==> src/rtl/irq_holdoff_pkg.sv <==
`timescale 1ns/1ps
package irq_holdoff_pkg;
  typedef enum logic [1:0] {
    ST_ARMED  = 2'd0,
    ST_HOLD   = 2'd1,
    ST_MASKED = 2'd2
  } chan_state_e;

  localparam logic [7:0]  ADDR_CTRL  = 8'h00;
  localparam logic [7:0]  ADDR_DELAY = 8'h0C;
  localparam logic [15:0] RUN_CODE   = 16'h0001;
endpackage

==> src/rtl/irq_holdoff_regs.sv <==
`timescale 1ns/1ps
module irq_holdoff_regs
  import irq_holdoff_pkg::*;
#(
  parameter int ADDR_W = 8,
  parameter int DATA_W = 16,
  parameter int DLY_W  = 14
) (
  input  logic              clk_i,
  input  logic              rst_ni,
  input  logic [ADDR_W-1:0] addr_i,
  input  logic [DATA_W-1:0] wdata_i,
  input  logic              we_i,
  output logic [DATA_W-1:0] rdata_o,
  output logic [DLY_W-1:0]  delay_o,
  output logic              rearm_o
);
  localparam int CAP_BIT = DATA_W - 1;

  logic [DLY_W-1:0] delay_q;
  logic             hit_dly, hit_ctl;

  assign hit_dly = (addr_i == ADDR_W'(ADDR_DELAY));
  assign hit_ctl = (addr_i == ADDR_W'(ADDR_CTRL));

  always_ff @(posedge clk_i or negedge rst_ni) begin
    if (!rst_ni)              delay_q <= '0;
    else if (we_i && hit_dly) delay_q <= wdata_i[DLY_W-1:0];
  end

  assign rearm_o = we_i && hit_ctl && (wdata_i == DATA_W'(RUN_CODE));
  assign delay_o = delay_q;

  // Capability flag is hardwired; bits between it and the field read zero
  always_comb begin
    rdata_o = '0;
    if (hit_dly) begin
      rdata_o[DLY_W-1:0] = delay_q;
      rdata_o[CAP_BIT]   = 1'b1;
    end
  end

  a_r7_delay_store: assert property (@(posedge clk_i) disable iff (!rst_ni)
    (we_i && hit_dly) |=> (delay_o == $past(wdata_i[DLY_W-1:0])));

  a_r7_delay_keep: assert property (@(posedge clk_i) disable iff (!rst_ni)
    !(we_i && hit_dly) |=> $stable(delay_o));
endmodule

==> src/rtl/irq_holdoff_tick.sv <==
`timescale 1ns/1ps
module irq_holdoff_tick #(
  parameter int TICK_DIV = 250
) (
  input  logic clk_i,
  input  logic rst_ni,
  input  logic clr_i,
  output logic tick_o
);
  localparam int CW = (TICK_DIV > 1) ? $clog2(TICK_DIV) : 1;
  localparam logic [CW-1:0] LAST = CW'(TICK_DIV - 1);

  logic [CW-1:0] cnt_q;

  always_ff @(posedge clk_i or negedge rst_ni) begin
    if (!rst_ni)            cnt_q <= '0;
    else if (clr_i)         cnt_q <= '0;
    else if (cnt_q == LAST) cnt_q <= '0;
    else                    cnt_q <= cnt_q + 1'b1;
  end

  assign tick_o = (cnt_q == LAST);

  generate
    if (TICK_DIV > 1) begin : g_gap
      a_r4_tick_gap: assert property (@(posedge clk_i) disable iff (!rst_ni)
        tick_o |=> !tick_o);
      a_r4_tick_restart: assert property (@(posedge clk_i) disable iff (!rst_ni)
        clr_i |=> !tick_o);
    end
  endgenerate
endmodule

==> src/rtl/irq_holdoff_fsm.sv <==
`timescale 1ns/1ps
module irq_holdoff_fsm
  import irq_holdoff_pkg::*;
#(
  parameter int DLY_W = 14
) (
  input  logic             clk_i,
  input  logic             rst_ni,
  input  logic             event_i,
  input  logic             rearm_i,
  input  logic [DLY_W-1:0] delay_i,
  input  logic             tick_i,
  output logic             hold_start_o,
  output logic             irq_o
);
  chan_state_e      st_q, st_d;
  logic [DLY_W-1:0] cnt_q, cnt_d;
  logic             pend_q, pend_d;
  logic             irq_q, irq_d;

  always_comb begin
    st_d         = st_q;
    cnt_d        = cnt_q;
    pend_d       = pend_q;
    irq_d        = irq_q;
    hold_start_o = 1'b0;
    unique case (st_q)
      ST_ARMED: begin
        if (event_i || pend_q) begin
          st_d   = ST_MASKED;
          irq_d  = 1'b1;
          pend_d = 1'b0;
        end
      end
      ST_MASKED: begin
        if (event_i) pend_d = 1'b1;
        if (rearm_i) begin
          irq_d        = 1'b0;
          cnt_d        = delay_i;
          hold_start_o = 1'b1;
          st_d         = (delay_i == '0) ? ST_ARMED : ST_HOLD;
        end
      end
      ST_HOLD: begin
        if (event_i) pend_d = 1'b1;
        if (tick_i) begin
          cnt_d = cnt_q - 1'b1;
          if (cnt_q == DLY_W'(1)) st_d = ST_ARMED;
        end
      end
      default: st_d = ST_ARMED;
    endcase
  end

  always_ff @(posedge clk_i or negedge rst_ni) begin
    if (!rst_ni) begin
      st_q   <= ST_ARMED;
      cnt_q  <= '0;
      pend_q <= 1'b0;
      irq_q  <= 1'b0;
    end else begin
      st_q   <= st_d;
      cnt_q  <= cnt_d;
      pend_q <= pend_d;
      irq_q  <= irq_d;
    end
  end

  assign irq_o = irq_q;

  a_r2_fire: assert property (@(posedge clk_i) disable iff (!rst_ni)
    (st_q == ST_ARMED && (event_i || pend_q)) |=> irq_o);

  a_r3_irq_held: assert property (@(posedge clk_i) disable iff (!rst_ni)
    (irq_o && !rearm_i) |=> irq_o);

  a_r3_irq_drop: assert property (@(posedge clk_i) disable iff (!rst_ni)
    (irq_o && rearm_i) |=> !irq_o);

  a_r4_quiet_hold: assert property (@(posedge clk_i) disable iff (!rst_ni)
    (st_q == ST_HOLD) |-> !irq_o);

  a_r8_cnt_frozen: assert property (@(posedge clk_i) disable iff (!rst_ni)
    (st_q == ST_HOLD && !tick_i) |=> (st_q == ST_HOLD && $stable(cnt_q)));

  a_r6_latch: assert property (@(posedge clk_i) disable iff (!rst_ni)
    (event_i && st_q != ST_ARMED) |=> pend_q);
endmodule

==> src/rtl/irq_holdoff_ctrl.sv <==
`timescale 1ns/1ps
module irq_holdoff_ctrl #(
  parameter int ADDR_W   = 8,
  parameter int DATA_W   = 16,
  parameter int DLY_W    = 14,
  parameter int TICK_DIV = 250
) (
  input  logic              clk_i,
  input  logic              rst_ni,
  input  logic [ADDR_W-1:0] reg_addr_i,
  input  logic [DATA_W-1:0] reg_wdata_i,
  input  logic              reg_we_i,
  output logic [DATA_W-1:0] reg_rdata_o,
  input  logic              event_i,
  output logic              irq_o
);
  logic [DLY_W-1:0] delay;
  logic             rearm, hold_start, tick;

  irq_holdoff_regs #(
    .ADDR_W(ADDR_W), .DATA_W(DATA_W), .DLY_W(DLY_W)
  ) u_regs (
    .clk_i   (clk_i),
    .rst_ni  (rst_ni),
    .addr_i  (reg_addr_i),
    .wdata_i (reg_wdata_i),
    .we_i    (reg_we_i),
    .rdata_o (reg_rdata_o),
    .delay_o (delay),
    .rearm_o (rearm)
  );

  irq_holdoff_tick #(.TICK_DIV(TICK_DIV)) u_tick (
    .clk_i  (clk_i),
    .rst_ni (rst_ni),
    .clr_i  (hold_start),
    .tick_o (tick)
  );

  irq_holdoff_fsm #(.DLY_W(DLY_W)) u_fsm (
    .clk_i        (clk_i),
    .rst_ni       (rst_ni),
    .event_i      (event_i),
    .rearm_i      (rearm),
    .delay_i      (delay),
    .tick_i       (tick),
    .hold_start_o (hold_start),
    .irq_o        (irq_o)
  );
endmodule

==> config.mk <==
export PLATFORM = sky130hd
export DESIGN_NAME = irq_holdoff_ctrl
export DESIGN_NICKNAME = d
export VERILOG_FILES = /design/src/rtl/irq_holdoff_pkg.sv /design/src/rtl/irq_holdoff_regs.sv /design/src/rtl/irq_holdoff_tick.sv /design/src/rtl/irq_holdoff_fsm.sv /design/src/rtl/irq_holdoff_ctrl.sv
export SDC_FILE = /design/constraint.sdc
export NUM_CORES = 1
export LEC_CHECK = 0
export BUFFER_PORTS_ARGS = -buffer_cell sky130_fd_sc_hd__buf_2
export CORE_ASPECT_RATIO = 1.2
export CORE_MARGIN = 4
export CORE_UTILIZATION = 60
export DETAILED_ROUTE_END_ITERATION = 16
export PLACE_DENSITY = 0.86
export SYNTH_ARGS = -nofsm -noshare
export SYNTH_HDL_FRONTEND = slang
export SYNTH_HIERARCHICAL = 1
export SYNTH_SLANG_ARGS = --single-unit
==> constraint.sdc <==
create_clock -name clk_i -period 5.9 [get_ports clk_i]
set_input_delay 0 -clock clk_i [delete_from_list [all_inputs] [get_ports clk_i]]
set_output_delay 0 -clock clk_i [all_outputs]
set_load 0.05 [all_outputs]
==> flow_metrics.py <==
metrics = {
    "place": {
        "post-dp-hpwl_um": 3840,
        "port_buffers": 43,
        "gp_congestion": 0.794,
    },
    "route": {
        "totalWireLength_um": 5840,
        "remaining_drc_errors": 0,
        "wl_per_cell_um": 16.6,
        "drt_iter0_drc": 108,
        "ant_nets": 0,
        "via_per_inst": 5.90,
        "first_pass_iters": 4,
        "num_vias": 2077,
    },
    "logic_synthesis": {
        "synth_area_per_cell_um2": 9.96,
        "syn-cell-area_um2": 2410,
        "synth_nets": 278,
        "synth_warnings": 6,
        "synth_top_area_cell": "dfrtp_1",
        "synth_most_common_cell": "dfrtp_1",
        "yosys-top-cells-count": "dfrtp_1, nand2_1, nor2_1",
        "synth_async_sr_flop_share_pct": 100,
        "ys_top_cells_by_area": "dfrtp_1, mux2_4, ha_1",
        "synth_top_flop_cell": "dfrtp_1",
        "postSynthCellCount": 242,
        "synth_edf_count": 0,
        "yosys.cell_types.count": 49,
        "seq_area_frac_synth_pct": 41.5,
        "synth-seq-cells": 40,
        "synthDominantCellAreaShare_pct": 41.5,
    },
    "sta": {
        "fin_crit_ns": 2.93,
        "slew_violations": 0,
        "slew_headroom_pct": 33.9,
        "worst_pin_slew_ns": 0.991,
        "final-hold-violation-count": 0,
        "skew_ns": 0.00613,
        "setup_viol": 0,
        "timing.fmax_ghz": 0.341,
        "rsz0062_at_grt": "false",
        "timing.final.crit_share_pct": 49.7,
        "tns_ns": 0,
    },
    "cts": {
        "cts_buffers": 5,
        "cts-resized-gates": 0,
        "h-tree-depth": 2,
        "numClockSinks": 40,
        "cts-root-buf": "clkbuf_8",
        "cts_buffer_depth": 2,
        "clkLatencyLatePin_ns": 0.29,
        "clk_pin_slew_ns": 0.08,
        "cts_tree": "yes",
    },
    "pwr": {
        "p_per_area_nw_per_um2": 189,
        "power_leakage_nw": 1.39,
        "power_w": 0.000549,
        "irDropWorstVdd_uv": 137,
    },
    "die": {
        "die_area_um2": 5100,
        "die_x_um": 65.9,
        "initial_core_util_pct": 64.2,
        "dieHeight_um": 77.4,
        "rows": 24,
        "io_pins": 45,
        "core_um2": 3750,
    },
    "setup_path": {
        "startpoint_type": "primary input",
        "crit_path_frequent_cell": "nor2b_1",
        "slowest_delay_ns": 0.78,
        "cp.arrival_ns": 3.11,
        "cp_max_fo": 15,
        "path_class": "in2reg",
        "crit_path_top_delay_cell": "a21oi_1",
        "crit_required_ns": 6.08,
        "worstSetupEndpointType": "flop",
        "cp_cell_sequence": "dlygate4sd3_1 > buf_2 > nor4b_1 > nand4_1 > nor2_1 > nor2b_1 > a21oi_1 > buf_4 > nor2b_1 > a221o_1",
    },
    "global_route": {
        "grt_overflow_total": 0,
        "grt_max_degree": 41,
        "grt_pass1_wl_um": 9900,
        "grt_pass1_vias": 2138,
        "antenna_found_initial": 0,
        "grt_usage_pct": 24.6,
    },
    "run_status": {
        "status": "completed",
    },
    "min_path": {
        "hold_class": "in2reg",
    },
    "run": {
        "drv_cap": 0,
    },
    "finish": {
        "area_growth_pct": 20.7,
        "drive_gt1_share_pct": 26.3,
        "post-route-util_pct": 77.5,
        "n_antenna_cell": 0,
        "finalNetCount": 335,
    },
}
[worst max-delay path: cells and delay by family]
kind                   cells  cell delay [ns]
AO/OA/AOI/OAI              2             1.03
buffers and inverters      3             1.00
AND/OR/NAND/NOR            5             1.07
[per-stage QoR]
stage               area [um^2]  cells  setup slack (ns)  hold WS [ns]
global placement           2650    329              3.18         0.160
floorplan                  2410    242              3.92        -0.296
global route               2910    352              2.74        0.0364
CTS                        2910    352              3.04        0.0227
detailed placement         2650    329              3.05         0.172
finish                     2910    352              2.97        0.0372
[layout by cell type, fill, tap and decap left out, types with 3 or more instances in the layout]
cell type / Yosys / layout
or3_1: 3 / 3
and2_1: 15 / 15
nor2b_1: 3 / 3
nor4_1: 6 / 6
o21ai_0: 9 / 9
dfrtp_1: 40 / 40
a21oi_1: 11 / 11
dlygate4sd3_1: 0 / 15
nor4_4: 3 / 3
inv_1: 12 / 12
mux2_4: 11 / 11
ha_1: 8 / 8
o22ai_1: 7 / 7
nand2_1: 23 / 23
nand3_1: 9 / 9
a221o_1: 3 / 3
buf_2: 1 / 43
nor3_1: 6 / 6
a31oi_1: 3 / 3
mux2i_1: 7 / 7
clkbuf_8: 0 / 5
mux2_2: 4 / 4
nor2_1: 17 / 17
[state kept, by name, summed over array words and instances, names as in the netlist]
signal / cells
u_fsm/cnt_q: 14
u_regs/delay_o: 14
u_tick/cnt_q: 8
u_fsm/st_q: 2
u_fsm/irq_o: 1
u_fsm/pend_q: 1
[repair_timing]
action,in CTS,in global routing
hold buffers,15,0
setup endpoints to repair,0,0
endpoints found under the hold margin,54,0
setup buffers,0,0
[final timing paths]
path                                           start  cells after the start                          end  slack [ns]
max                                   reg_wdata_i[3]                     10   u_fsm/cnt_q[7]$_DFFE_PN0P_        2.97
min in group asynchronous                     rst_ni                      2    u_tick/cnt_q[0]$_DFF_PN0_        0.36
min reg2reg                  u_fsm/irq_o$_DFFE_PN0P_                      2      u_fsm/irq_o$_DFFE_PN0P_        0.52
max in group asynchronous                     rst_ni                      2  u_fsm/cnt_q[11]$_DFFE_PN0P_        4.99
max reg2reg                u_fsm/st_q[1]$_DFFE_PN0P_                      7   u_fsm/cnt_q[7]$_DFFE_PN0P_        2.97
min                                          event_i                      3     u_fsm/pend_q$_DFFE_PN0P_        0.04
[layout make-up]
class                   instances  area (um^2)
flip-flops and latches         40         1000
fillers                       235          845
clock inverters                 3         42.5
well taps                      52         65.1
inverters                      12         45.0
multi-input cells             181         1310
clock buffers                   5         68.8
repair buffers                 59          373
[power breakdown]
group	internal [W]	leakage, nW	switching [W]
logic	0.0000220	0.871	0.0000195
clock network	0.000125	0.0541	0.0000977
registers	0.000278	0.470	0.00000592
total	0.000426	1.39	0.000123
[cell families after synthesis]
| family | share of synthesized area (%) |
|---|---|
| buffers and inverters | 3.95 |
| XOR/XNOR | 1.45 |
| AO/OA/AOI/OAI | 10.3 |
| flip-flops | 41.5 |
| adder cells (fa/ha/maj) | 4.15 |
| multiplexers | 11.6 |
| AND/OR/NAND/NOR | 26.8 |
| other | 0.156 |
[routing by layer]
layer | track usage (%) | routed length [um] | vias to the layer above
met1 | 30.1 | 2460 | 999
met4 | 9.75 | 118 | 0
met2 | 41.0 | 2900 | 86
met3 | 6.07 | 358 | 12
li1 | - | - | 980
met5 | 0 | 0 | -
Power figures use the tool's default switching activity.
